$ cat config.mk
export PLATFORM = sky130hd
export DESIGN_NAME = dma_engine
export DESIGN_NICKNAME = d
export VERILOG_FILES = /design/src/rtl/dma_pkg.sv /design/src/rtl/dma_arb.sv /design/src/rtl/dma_chan.sv /design/src/rtl/dma_mover.sv /design/src/rtl/dma_engine.sv
export SDC_FILE = /design/constraint.sdc
export NUM_CORES = 2
export LEC_CHECK = 0
export ABC_AREA = 1
export BUFFER_PORTS_ARGS = -buffer_cell sky130_fd_sc_hd__buf_2
export CAP_MARGIN = 5
export CORE_UTILIZATION = 56
export CTS_CLUSTER_DIAMETER = 60
export DETAILED_ROUTE_END_ITERATION = 12
export PLACE_DENSITY_LB_ADDON = 0.12
export SETUP_SLACK_MARGIN = 0.3
export SLEW_MARGIN = 10
export SYNTH_ARGS = -nofsm -noshare
export SYNTH_HDL_FRONTEND = slang
export SYNTH_SLANG_ARGS = --single-unit
$ cat constraint.sdc
create_clock -name clk -period 3.2 [get_ports clk]
set_clock_uncertainty 0.15 [all_clocks]
set_input_delay 0.64 -clock clk [delete_from_list [all_inputs] [get_ports clk]]
set_output_delay 0.64 -clock clk [all_outputs]
set_load 0.05 [all_outputs]
$ cat src/rtl/dma_pkg.sv
// Shared types for the DMA engine: control word layout, mover states
// and the burst-code decode. Assumes a 3-bit burst code and 4-bit selects.
package dma_pkg;

    localparam int CNT_W    = 12;
    localparam int SEL_W    = 4;
    localparam int NUM_REQ  = 8;
    localparam int CTRL_W   = 28;
    localparam int BLEN_W   = 5;

    // Control word, MSB first; bit 0 is start mode
    typedef struct packed {
        logic [CNT_W-1:0] count;
        logic [SEL_W-1:0] src_sel;
        logic [SEL_W-1:0] dst_sel;
        logic             src_step;
        logic             dst_step;
        logic [2:0]       bcode;
        logic             irq_en;
        logic             enable;
        logic             sw_start;
    } ctrl_t;

    typedef enum logic [1:0] {
        MV_IDLE  = 2'd0,
        MV_READ  = 2'd1,
        MV_WRITE = 2'd2,
        MV_ACK   = 2'd3
    } mv_state_e;

    // Units per burst for a burst code; codes above 4 saturate at 16
    function automatic logic [BLEN_W-1:0] burst_units(input logic [2:0] code);
        if (code > 3'd4)
            burst_units = BLEN_W'(16);
        else
            burst_units = BLEN_W'(1) << code;
    endfunction

    // A side is satisfied when it is memory or its request line is high
    function automatic logic side_ok(input logic [SEL_W-1:0] sel,
                                     input logic [NUM_REQ-1:0] lines);
        side_ok = sel[SEL_W-1] | lines[sel[2:0]];
    endfunction

endpackage

$ cat src/rtl/dma_arb.sv
// Fixed-priority arbiter: lowest set request index wins.
// Assumes requests are sampled only when the caller is ready to grant.
module dma_arb #(
    parameter int N     = 4,
    parameter int IDX_W = 2
) (
    input  logic [N-1:0]     req,
    output logic [N-1:0]     grant,
    output logic [IDX_W-1:0] win,
    output logic             any
);

    // Scan from the top so the lowest requesting index is written last
    always_comb begin
        grant = '0;
        win   = '0;
        for (int i = N - 1; i >= 0; i--) begin
            if (req[i]) begin
                grant    = '0;
                grant[i] = 1'b1;
                win      = IDX_W'(i);
            end
        end
    end

    // Any requester present
    assign any = |req;

endmodule

$ cat src/rtl/dma_chan.sv
// One DMA channel: holds source, destination and control registers,
// advances them as the mover completes units, and keeps the done flag.
// Assumes the mover only pulses unit_done while this channel is granted.
module dma_chan
    import dma_pkg::*;
#(
    parameter int ADDR_W = 32,
    parameter int DATA_W = 32
) (
    input  logic               clk,
    input  logic               rst_n,
    input  logic               wr_src,
    input  logic               wr_dst,
    input  logic               wr_ctrl,
    input  logic [31:0]        wr_data,
    input  logic               clr_done,
    input  logic               unit_done,
    input  logic [NUM_REQ-1:0] req_lines,
    output logic [ADDR_W-1:0]  src_addr,
    output logic [ADDR_W-1:0]  dst_addr,
    output ctrl_t              ctrl,
    output logic               ready,
    output logic               done
);

    localparam logic [ADDR_W-1:0] STEP = ADDR_W'(DATA_W / 8);

    logic [ADDR_W-1:0] src_q;
    logic [ADDR_W-1:0] dst_q;
    ctrl_t             ctrl_q;
    logic              done_q;
    logic              last_unit;
    logic              empty_start;
    logic              finish;

    assign last_unit   = unit_done && (ctrl_q.count == CNT_W'(1));
    assign empty_start = ctrl_q.enable && (ctrl_q.count == '0) && !unit_done;
    assign finish      = !wr_ctrl && ctrl_q.enable && (last_unit || empty_start);

    // Source address: software write or step after each unit
    always_ff @(posedge clk) begin
        if (!rst_n)
            src_q <= '0;
        else if (wr_src)
            src_q <= wr_data[ADDR_W-1:0];
        else if (unit_done && ctrl_q.src_step)
            src_q <= src_q + STEP;
    end

    // Destination address: software write or step after each unit
    always_ff @(posedge clk) begin
        if (!rst_n)
            dst_q <= '0;
        else if (wr_dst)
            dst_q <= wr_data[ADDR_W-1:0];
        else if (unit_done && ctrl_q.dst_step)
            dst_q <= dst_q + STEP;
    end

    // Control word: software write, count-down per unit, self-disable at end
    always_ff @(posedge clk) begin
        if (!rst_n) begin
            ctrl_q <= '0;
        end else if (wr_ctrl) begin
            ctrl_q <= ctrl_t'(wr_data[CTRL_W-1:0]);
        end else begin
            if (unit_done)
                ctrl_q.count <= ctrl_q.count - CNT_W'(1);
            if (finish)
                ctrl_q.enable <= 1'b0;
        end
    end

    // Done flag: set on completion, cleared by a write of 1
    always_ff @(posedge clk) begin
        if (!rst_n)
            done_q <= 1'b0;
        else if (finish)
            done_q <= 1'b1;
        else if (clr_done)
            done_q <= 1'b0;
    end

    // Ready for a burst: enabled, units left, start condition met
    always_comb begin
        ready = ctrl_q.enable && (ctrl_q.count != '0) &&
                (ctrl_q.sw_start ||
                 (side_ok(ctrl_q.src_sel, req_lines) &&
                  side_ok(ctrl_q.dst_sel, req_lines)));
    end

    assign src_addr = src_q;
    assign dst_addr = dst_q;
    assign ctrl     = ctrl_q;
    assign done     = done_q;


    unit_legal_chk: assert property (@(posedge clk) disable iff (!rst_n)
        unit_done |-> (ctrl_q.enable && ctrl_q.count != '0))
        else $error("unit completed on an idle channel");

endmodule

$ cat src/rtl/dma_mover.sv
// Shared data mover: picks a ready channel between bursts, runs each
// unit as a read then a write on the memory port, then acknowledges
// the peripherals of a hardware-started burst for one cycle.
// Assumes the memory slave completes each access by raising mem_ready.
module dma_mover
    import dma_pkg::*;
#(
    parameter int NUM_CH = 4,
    parameter int ADDR_W = 32,
    parameter int DATA_W = 32,
    parameter int IDX_W  = 2
) (
    input  logic                           clk,
    input  logic                           rst_n,
    input  logic [NUM_CH-1:0]              chan_ready,
    input  logic [NUM_CH-1:0][ADDR_W-1:0]  src_addrs,
    input  logic [NUM_CH-1:0][ADDR_W-1:0]  dst_addrs,
    input  ctrl_t [NUM_CH-1:0]             ctrls,
    output logic [NUM_CH-1:0]              unit_done,
    output logic [NUM_REQ-1:0]             ack,
    output logic                           mem_req,
    output logic                           mem_we,
    output logic [ADDR_W-1:0]              mem_addr,
    output logic [DATA_W-1:0]              mem_wdata,
    input  logic [DATA_W-1:0]              mem_rdata,
    input  logic                           mem_ready
);

    mv_state_e         state_q;
    logic [IDX_W-1:0]  cur_q;
    logic [BLEN_W-1:0] left_q;
    logic [DATA_W-1:0] data_q;

    logic [NUM_CH-1:0] grant;
    logic [IDX_W-1:0]  win;
    logic              any;
    logic [BLEN_W-1:0] units;
    logic [BLEN_W-1:0] first_len;
    ctrl_t             win_ctrl;
    ctrl_t             cur_ctrl;

    dma_arb #(.N(NUM_CH), .IDX_W(IDX_W)) u_arb (
        .req   (chan_ready),
        .grant (grant),
        .win   (win),
        .any   (any)
    );

    assign win_ctrl = ctrls[win];
    assign cur_ctrl = ctrls[cur_q];

    // Burst length: coded size, trimmed to the units still owed
    always_comb begin
        units = burst_units(win_ctrl.bcode);
        if (win_ctrl.count < CNT_W'(units))
            first_len = win_ctrl.count[BLEN_W-1:0];
        else
            first_len = units;
    end

    // Sequencer: grant, read, write, repeat per unit, then acknowledge
    always_ff @(posedge clk) begin
        if (!rst_n) begin
            state_q <= MV_IDLE;
            cur_q   <= '0;
            left_q  <= '0;
            data_q  <= '0;
        end else begin
            case (state_q)
                MV_IDLE: begin
                    if (any) begin
                        cur_q   <= win;
                        left_q  <= first_len;
                        state_q <= MV_READ;
                    end
                end
                MV_READ: begin
                    if (mem_ready) begin
                        data_q  <= mem_rdata;
                        state_q <= MV_WRITE;
                    end
                end
                MV_WRITE: begin
                    if (mem_ready) begin
                        left_q  <= left_q - BLEN_W'(1);
                        state_q <= (left_q == BLEN_W'(1)) ? MV_ACK : MV_READ;
                    end
                end
                default: state_q <= MV_IDLE;
            endcase
        end
    end

    // Memory port drive from the current state and granted channel
    always_comb begin
        mem_req   = (state_q == MV_READ) || (state_q == MV_WRITE);
        mem_we    = (state_q == MV_WRITE);
        mem_addr  = (state_q == MV_WRITE) ? dst_addrs[cur_q] : src_addrs[cur_q];
        mem_wdata = data_q;
    end

    // Unit completion strobe to the granted channel
    always_comb begin
        unit_done = '0;
        if (state_q == MV_WRITE && mem_ready)
            unit_done[cur_q] = 1'b1;
    end

    // Peripheral acknowledge after a hardware-started burst
    always_comb begin
        ack = '0;
        if (state_q == MV_ACK && !cur_ctrl.sw_start) begin
            if (!cur_ctrl.src_sel[SEL_W-1])
                ack[cur_ctrl.src_sel[2:0]] = 1'b1;
            if (!cur_ctrl.dst_sel[SEL_W-1])
                ack[cur_ctrl.dst_sel[2:0]] = 1'b1;
        end
    end


    grant_onehot_chk: assert property (@(posedge clk) disable iff (!rst_n)
        $onehot0(grant))
        else $error("more than one channel granted");


    grant_valid_chk: assert property (@(posedge clk) disable iff (!rst_n)
        (grant & ~chan_ready) == '0)
        else $error("grant to a channel that is not ready");


    mem_hold_chk: assert property (@(posedge clk) disable iff (!rst_n)
        (mem_req && !mem_ready) |=>
            (mem_req && $stable(mem_we) && $stable(mem_addr) && $stable(mem_wdata)))
        else $error("memory request changed before ready");


    ack_pulse_chk: assert property (@(posedge clk) disable iff (!rst_n)
        (|ack) |=> (ack == '0))
        else $error("acknowledge held longer than one cycle");


    unit_onehot_chk: assert property (@(posedge clk) disable iff (!rst_n)
        $onehot0(unit_done))
        else $error("unit completion to several channels");


    burst_len_chk: assert property (@(posedge clk) disable iff (!rst_n)
        (state_q == MV_IDLE && any) |=>
            (left_q >= BLEN_W'(1) && left_q <= BLEN_W'(16)))
        else $error("burst length out of range");

endmodule

$ cat src/rtl/dma_engine.sv
// Top of the DMA engine: decodes register writes and reads, instantiates
// one channel per NUM_CH and the shared mover, and forms the interrupt.
// Assumes NUM_CH is at most 15 so the status word at 0xF0 is free.
module dma_engine
    import dma_pkg::*;
#(
    parameter int NUM_CH = 4,
    parameter int ADDR_W = 32
) (
    input  logic               clk,
    input  logic               rst_n,
    input  logic               cfg_we,
    input  logic [7:0]         cfg_addr,
    input  logic [31:0]        cfg_wdata,
    output logic [31:0]        cfg_rdata,
    input  logic [NUM_REQ-1:0] dma_req,
    output logic [NUM_REQ-1:0] dma_ack,
    output logic               mem_req,
    output logic               mem_we,
    output logic [ADDR_W-1:0]  mem_addr,
    output logic [31:0]        mem_wdata,
    input  logic [31:0]        mem_rdata,
    input  logic               mem_ready,
    output logic               irq
);

    localparam int         DATA_W   = 32;
    localparam int         IDX_W    = (NUM_CH > 1) ? $clog2(NUM_CH) : 1;
    localparam logic [7:0] STAT_OFS = 8'hF0;

    logic [3:0] cfg_ch;
    logic [1:0] cfg_reg;
    logic       stat_hit;

    logic [NUM_CH-1:0][ADDR_W-1:0] src_addrs;
    logic [NUM_CH-1:0][ADDR_W-1:0] dst_addrs;
    ctrl_t [NUM_CH-1:0]            ctrls;
    logic [NUM_CH-1:0]             chan_ready;
    logic [NUM_CH-1:0]             chan_done;
    logic [NUM_CH-1:0]             unit_done;
    logic [NUM_CH-1:0]             irq_src;

    assign cfg_ch   = cfg_addr[7:4];
    assign cfg_reg  = cfg_addr[3:2];
    assign stat_hit = (cfg_addr == STAT_OFS);

    for (genvar i = 0; i < NUM_CH; i++) begin : g_ch
        logic sel;
        assign sel = cfg_we && !stat_hit && (cfg_ch == 4'(i));

        dma_chan #(.ADDR_W(ADDR_W), .DATA_W(DATA_W)) u_chan (
            .clk       (clk),
            .rst_n     (rst_n),
            .wr_src    (sel && cfg_reg == 2'd0),
            .wr_dst    (sel && cfg_reg == 2'd1),
            .wr_ctrl   (sel && cfg_reg == 2'd2),
            .wr_data   (cfg_wdata),
            .clr_done  (cfg_we && stat_hit && cfg_wdata[i]),
            .unit_done (unit_done[i]),
            .req_lines (dma_req),
            .src_addr  (src_addrs[i]),
            .dst_addr  (dst_addrs[i]),
            .ctrl      (ctrls[i]),
            .ready     (chan_ready[i]),
            .done      (chan_done[i])
        );

        assign irq_src[i] = chan_done[i] && ctrls[i].irq_en;
    end

    dma_mover #(
        .NUM_CH (NUM_CH),
        .ADDR_W (ADDR_W),
        .DATA_W (DATA_W),
        .IDX_W  (IDX_W)
    ) u_mover (
        .clk        (clk),
        .rst_n      (rst_n),
        .chan_ready (chan_ready),
        .src_addrs  (src_addrs),
        .dst_addrs  (dst_addrs),
        .ctrls      (ctrls),
        .unit_done  (unit_done),
        .ack        (dma_ack),
        .mem_req    (mem_req),
        .mem_we     (mem_we),
        .mem_addr   (mem_addr),
        .mem_wdata  (mem_wdata),
        .mem_rdata  (mem_rdata),
        .mem_ready  (mem_ready)
    );

    // Register read mux: status word or the addressed channel register
    always_comb begin
        cfg_rdata = '0;
        if (stat_hit) begin
            cfg_rdata = 32'(chan_done);
        end else begin
            for (int i = 0; i < NUM_CH; i++) begin
                if (cfg_ch == 4'(i)) begin
                    case (cfg_reg)
                        2'd0:    cfg_rdata = 32'(src_addrs[i]);
                        2'd1:    cfg_rdata = 32'(dst_addrs[i]);
                        2'd2:    cfg_rdata = 32'(ctrls[i]);
                        default: cfg_rdata = '0;
                    endcase
                end
            end
        end
    end

    // Interrupt: any done channel with its interrupt enabled
    assign irq = |irq_src;

endmodule

==> impl_metrics.tcl, run 1 <==
set metrics [dict create \
    status "did not finish" \
    terminating_stage_of_the_flow "global routing" \
    tool.error "[ERROR GRT-0232] Routing congestion too high. Check the congestion heatmap in the GUI." \
    clock_tree.htree_level_count 2 \
    global_route.usage.total_pct 80.8 \
    die_height_um 223 \
    placed_area_mm2 0.0331 \
    synth_sequential_area_ratio_pct 30.1 \
    syn_area_per_cell_um2 6.58 \
    synth_fp_nets 4280 \
    ioPinCount 191 \
    yosysWarnings 0 \
    grt_remaining_overflow 352 \
    post_synth_edffs 0 \
    mappedNetlistArea_mm2 0.0274 \
    portBuffers 190 \
    synth-seq-cells 413 \
    grt_max_degree 124 \
    synthesis.instances 4170 \
    placement_rows 80 \
    clock_tree.buffer_depth 3 \
    routabilityCongestion 1.21 \
    cts-buffers-inserted 50 \
    kind_of_pin_the_worst_path_terminates_on "primary output" \
    floorplan.die.width_um 223 \
    cts_root_buf "clkbuf_16" \
    grt-worst-endpoint "dma_ack[1]" \
    yosysUniqueCellTypes 59 \
    post-dp-hpwl_um 111000 \
    synth_top_flop_cell "dfxtp_1" \
    async_set_or_reset_register_ratio_after_synthesis_pct 0 \
    start_util_pct 57.1 \
    numClockSinks 413 \
]
[cells in the mapped netlist (all sizes together) (91+ instances only)]
master	count	area share, %
o221ai	93	3.0
a21oi	327	6.0
o22ai	123	2.8
nor2	349	5.0
clkbuf	195	2.7
nand3	190	3.5
nor3	91	1.9
xor2	204	6.5
dfxtp	413	30
nand2	776	11
inv	556	7.6
o21ai	367	6.7
[through the flow]
stage | std cells | utilization [%] | worst slack, ns | setup TNS [ns]
after floorplan | 4170 | - | 0.0125 | 0
after global placement | 5215 | 69.0 | -0.372 | -2.67
after detailed placement | 5215 | 69.0 | -0.392 | -4.34
after CTS | 5439 | 81.3 | -0.0523 | -0.161
[metal layers]
metal / GRT usage (%) / overflow
met1: 82.5 / 15
met2: 94.9 / 171
met3: 68.3 / 10
met4: 76.5 / 155
met5: 37.0 / 1
[cells by family after synthesis]
logic type / after synthesis / synth area share [%]
AND/OR/NAND/NOR: 1503 / 23.7
AO/OA/AOI/OAI: 1202 / 26.9
buffers and inverters: 813 / 11.3
flip-flops: 413 / 30.1
XOR/XNOR: 213 / 6.80
adder cells (fa/ha/maj): 26 / 1.19
[repair_timing]
item | 4_1_cts
cloned | 24
hold buffers | 0
buffers inserted | 108
hold endpoints to repair | 0
pin swaps | 174
endpoints found under the setup margin | 128
gates resized for setup | 691
==> inputs of run 2 (changes only) <==
--- a/config.mk
+++ b/config.mk
@@ -8,11 +8,9 @@
 export ABC_AREA = 1
 export BUFFER_PORTS_ARGS = -buffer_cell sky130_fd_sc_hd__buf_2
 export CAP_MARGIN = 5
-export CORE_UTILIZATION = 56
-export CTS_CLUSTER_DIAMETER = 60
+export CORE_UTILIZATION = 40
 export DETAILED_ROUTE_END_ITERATION = 12
-export PLACE_DENSITY_LB_ADDON = 0.12
-export SETUP_SLACK_MARGIN = 0.3
+export PLACE_DENSITY_LB_ADDON = 0.15
 export SLEW_MARGIN = 10
 export SYNTH_ARGS = -nofsm -noshare
 export SYNTH_HDL_FRONTEND = slang
==> constraint.sdc (replaced) <==
create_clock -name clk -period 4.2 [get_ports clk]
set_clock_uncertainty 0.15 [all_clocks]
set_input_delay 0.84 -clock clk [delete_from_list [all_inputs] [get_ports clk]]
set_output_delay 0.84 -clock clk [all_outputs]
set_load 0.05 [all_outputs]
==> impl_metrics.tcl, run 2 <==
set metrics [dict create \
    cts-buffers-inserted 52 \
    routed_wire_length_per_instance_um 26.3 \
    met3RoutedLength_um 16100 \
    synth_fp_nets 4280 \
    timing.critical_path.cells "inv_2 > nor2_4 > inv_2 > o22ai_1 > a21oi_1 > o21a_1 > nor2_1 > nand2_1 > a21oi_1 > buf_2" \
    worstSkewPairLatency_ns 0.63 \
    timing.critical_path.arrival_ns 3.11 \
    seqPwrFrac_pct 37.3 \
    grt_antenna_before_repair 5 \
    syn_area_per_cell_um2 6.58 \
    top_layer_used "met5" \
    min_period_over_period_pct 97.7 \
    post_cts.repair.setup_buffers 0 \
    combPwrFrac_pct 17.8 \
    unrepaired_setup_endpoints_after_global_routing "no" \
    yosysUniqueCellTypes 59 \
    power_density_mw_per_mm2 352 \
    number_of_gates_resized_after_cts 0 \
    placement_rows 95 \
    die-area_mm2 0.0696 \
    num_vias 31810 \
    timing.critical_path.fanout_max 15 \
    dominant_cells_by_area_after_synthesis "dfxtp_1, nand2_1, inv_1" \
    ioPinCount 191 \
    global_route.usage.total_pct 37.6 \
    drt_pass1_iterations 6 \
    met2WireLength_um 56100 \
    finalSetupViolCount 0 \
    status "completed" \
    slew_violations 0 \
    core_mm2 0.0675 \
    number_of_global_route_vias_before_repair 28575 \
    first_pass_grt_wire_length_um 195000 \
    clock_tree.htree_level_count 2 \
    total_switching_power_mw 3.56 \
    max_cap_viol_count 0 \
    layout.cells.most_common_list "nand2_1, inv_1, dfxtp_1" \
    final_common_cell "nand2_1" \
    swShare_pct 32.0 \
    synthDominantAreaCellType "dfxtp_1" \
    setup-tns-final_ns 0 \
    synth-seq-cells 413 \
    clock_tree.buffer_depth 3 \
    synth_most_common_cell "nand2_1" \
    worstPathRequired_ns 3.21 \
    antennaDiodeCount 0 \
    synthesis.instances 4170 \
    ir_drop_mv 0.341 \
    final.min_clock_period_ns 4.10 \
    mappedNetlistArea_mm2 0.0274 \
    setup.worst_path.class "flop to output pin" \
    p_leak_nw 12.3 \
    drt_first_iter_violations 4966 \
    power_total_mw 11.1 \
    crit_path_top_delay_cell "dfxtp_1" \
    routabilityCongestion 1.05 \
    postRouteAntennaNets 0 \
    remaining_drc_errors 0 \
    worst_slew_pin_slew_ns 1.01 \
    grt_remaining_overflow 0 \
    via_per_inst 6.13 \
    post_synth_edffs 0 \
    timing.hold.worst.class "primary input to flop" \
    syn2layout_area_growth_pct 15.2 \
    routed_wire_length_um 136000 \
    post-dp-hpwl_um 104000 \
    synth_top_flop_cell "dfxtp_1" \
    critPathCaptureType "output pin" \
    worst_hold_path.num_cells 3 \
    grt_max_degree 149 \
    nets 4383 \
    timing.max_slew.rel_slack_pct 32.6 \
    cts.hold.buffers_added 0 \
    r2r_cells 11 \
    clock.fmax_mhz 244 \
    cts_root_buf "clkbuf_16" \
    yosysWarnings 0 \
    numClockSinks 413 \
    drive_above_1_share_pct 12.4 \
    synth_sequential_area_ratio_pct 30.1 \
    startpoint_type "flop" \
    report.final.hold_viol_count 0 \
    internal-power_mw 7.56 \
    crit_path_max_incr_delay_ns 0.45 \
    async_set_or_reset_register_ratio_after_synthesis_pct 0 \
    met1Wirelength_um 57400 \
    portBuffers 190 \
    p_clk_share_pct 44.9 \
    synth_commonest_cells "nand2_1, inv_1, dfxtp_1, o21ai_0, nor2_1" \
    die_height_um 264 \
    start_util_pct 40.6 \
    clock_tree_from_tritoncts "done" \
    floorplan.die.width_um 264 \
    clkTransAtPathRegs_ns 0.06 \
    yosysTopAreaCellShare_pct 30.1 \
]
[run 2: cell counts after synthesis]
Identical to the previous run, type by type.
[run 2: critical path: cells and delay by family, from the launching register on]
kind,cells,cell delay [ns]
flip-flops,1,0.45
buffers and inverters,3,0.75
AND/OR/NAND/NOR,3,0.67
AO/OA/AOI/OAI,4,0.63
[run 2: final timing paths]
check | from | to | slack [ns]
hold / removal | mem_rdata[29] | u_mover.mem_wdata[29]$_SDFFE_PN0P_ | 0.30
setup reg to reg | u_mover.cur_q[0]$_SDFFE_PN0P_ | g_ch[1].u_chan.src_addr[17]$_SDFFE_PN0P_ | 0.14
hold reg to reg | u_mover.mem_wdata[18]$_SDFFE_PN0P_ | u_mover.mem_wdata[18]$_SDFFE_PN0P_ | 0.32
setup / recovery | u_mover.cur_q[0]$_SDFFE_PN0P_ | dma_ack[6] | 0.1
[run 2: cell type report]
| class | count | area (um2) |
|---|---|---|
| multi-input combinational | 2944 | 16200 |
| inverter | 565 | 2130 |
| clock buffer | 72 | 1510 |
| clock inverter | 26 | 384 |
| fill | 7129 | 35900 |
| sequential | 413 | 8270 |
| timing repair buffer | 297 | 2050 |
| tap | 873 | 1090 |
[run 2: cell families after synthesis]
kind of cell | count (synthesis) | synth area share [%]
AOI/OAI and AO/OA | 1202 | 26.9
xor gates and xnor gates | 213 | 6.80
adders and majority gates | 26 | 1.19
buffers and inverters | 813 | 11.3
DFF | 413 | 30.1
and+or+nand+nor | 1503 | 23.7
[run 2: power by group through the flow]
stage	clock network (mW)	registers (mW)	logic (mW)
after floorplan	0	4.43	1.08
after global placement	0	4.23	1.94
after detailed placement	0	4.23	1.93
after CTS	5.03	4.14	1.94
after global routing	5.18	4.16	2.09
final	5.00	4.14	1.98
[run 2: per-stage QoR]
stage | setup WS (ns) | hold WS, ns | util (%) | cells | area, um2
CTS | 0.153 | 0.279 | 46.8 | 5190 | 31600
detailed placement | 0.00656 | 0.315 | 44.0 | 5092 | 29700
finish | 0.0973 | 0.299 | 46.8 | 5190 | 31600
global route | 0.00301 | 0.298 | 46.8 | 5190 | 31600
floorplan | 0.254 | 0.295 | - | 4170 | 27500
global placement | 0.0887 | 0.307 | 44.0 | 5092 | 29700
[run 2: per-layer routing]
layer	track usage (%)	vias to the layer above
li1	-	14463
met1	52.9	14983
met2	54.6	2011
met3	8.42	347
met4	16.5	6
met5	0	-
No activity file was read; power rests on OpenSTA's default activity.
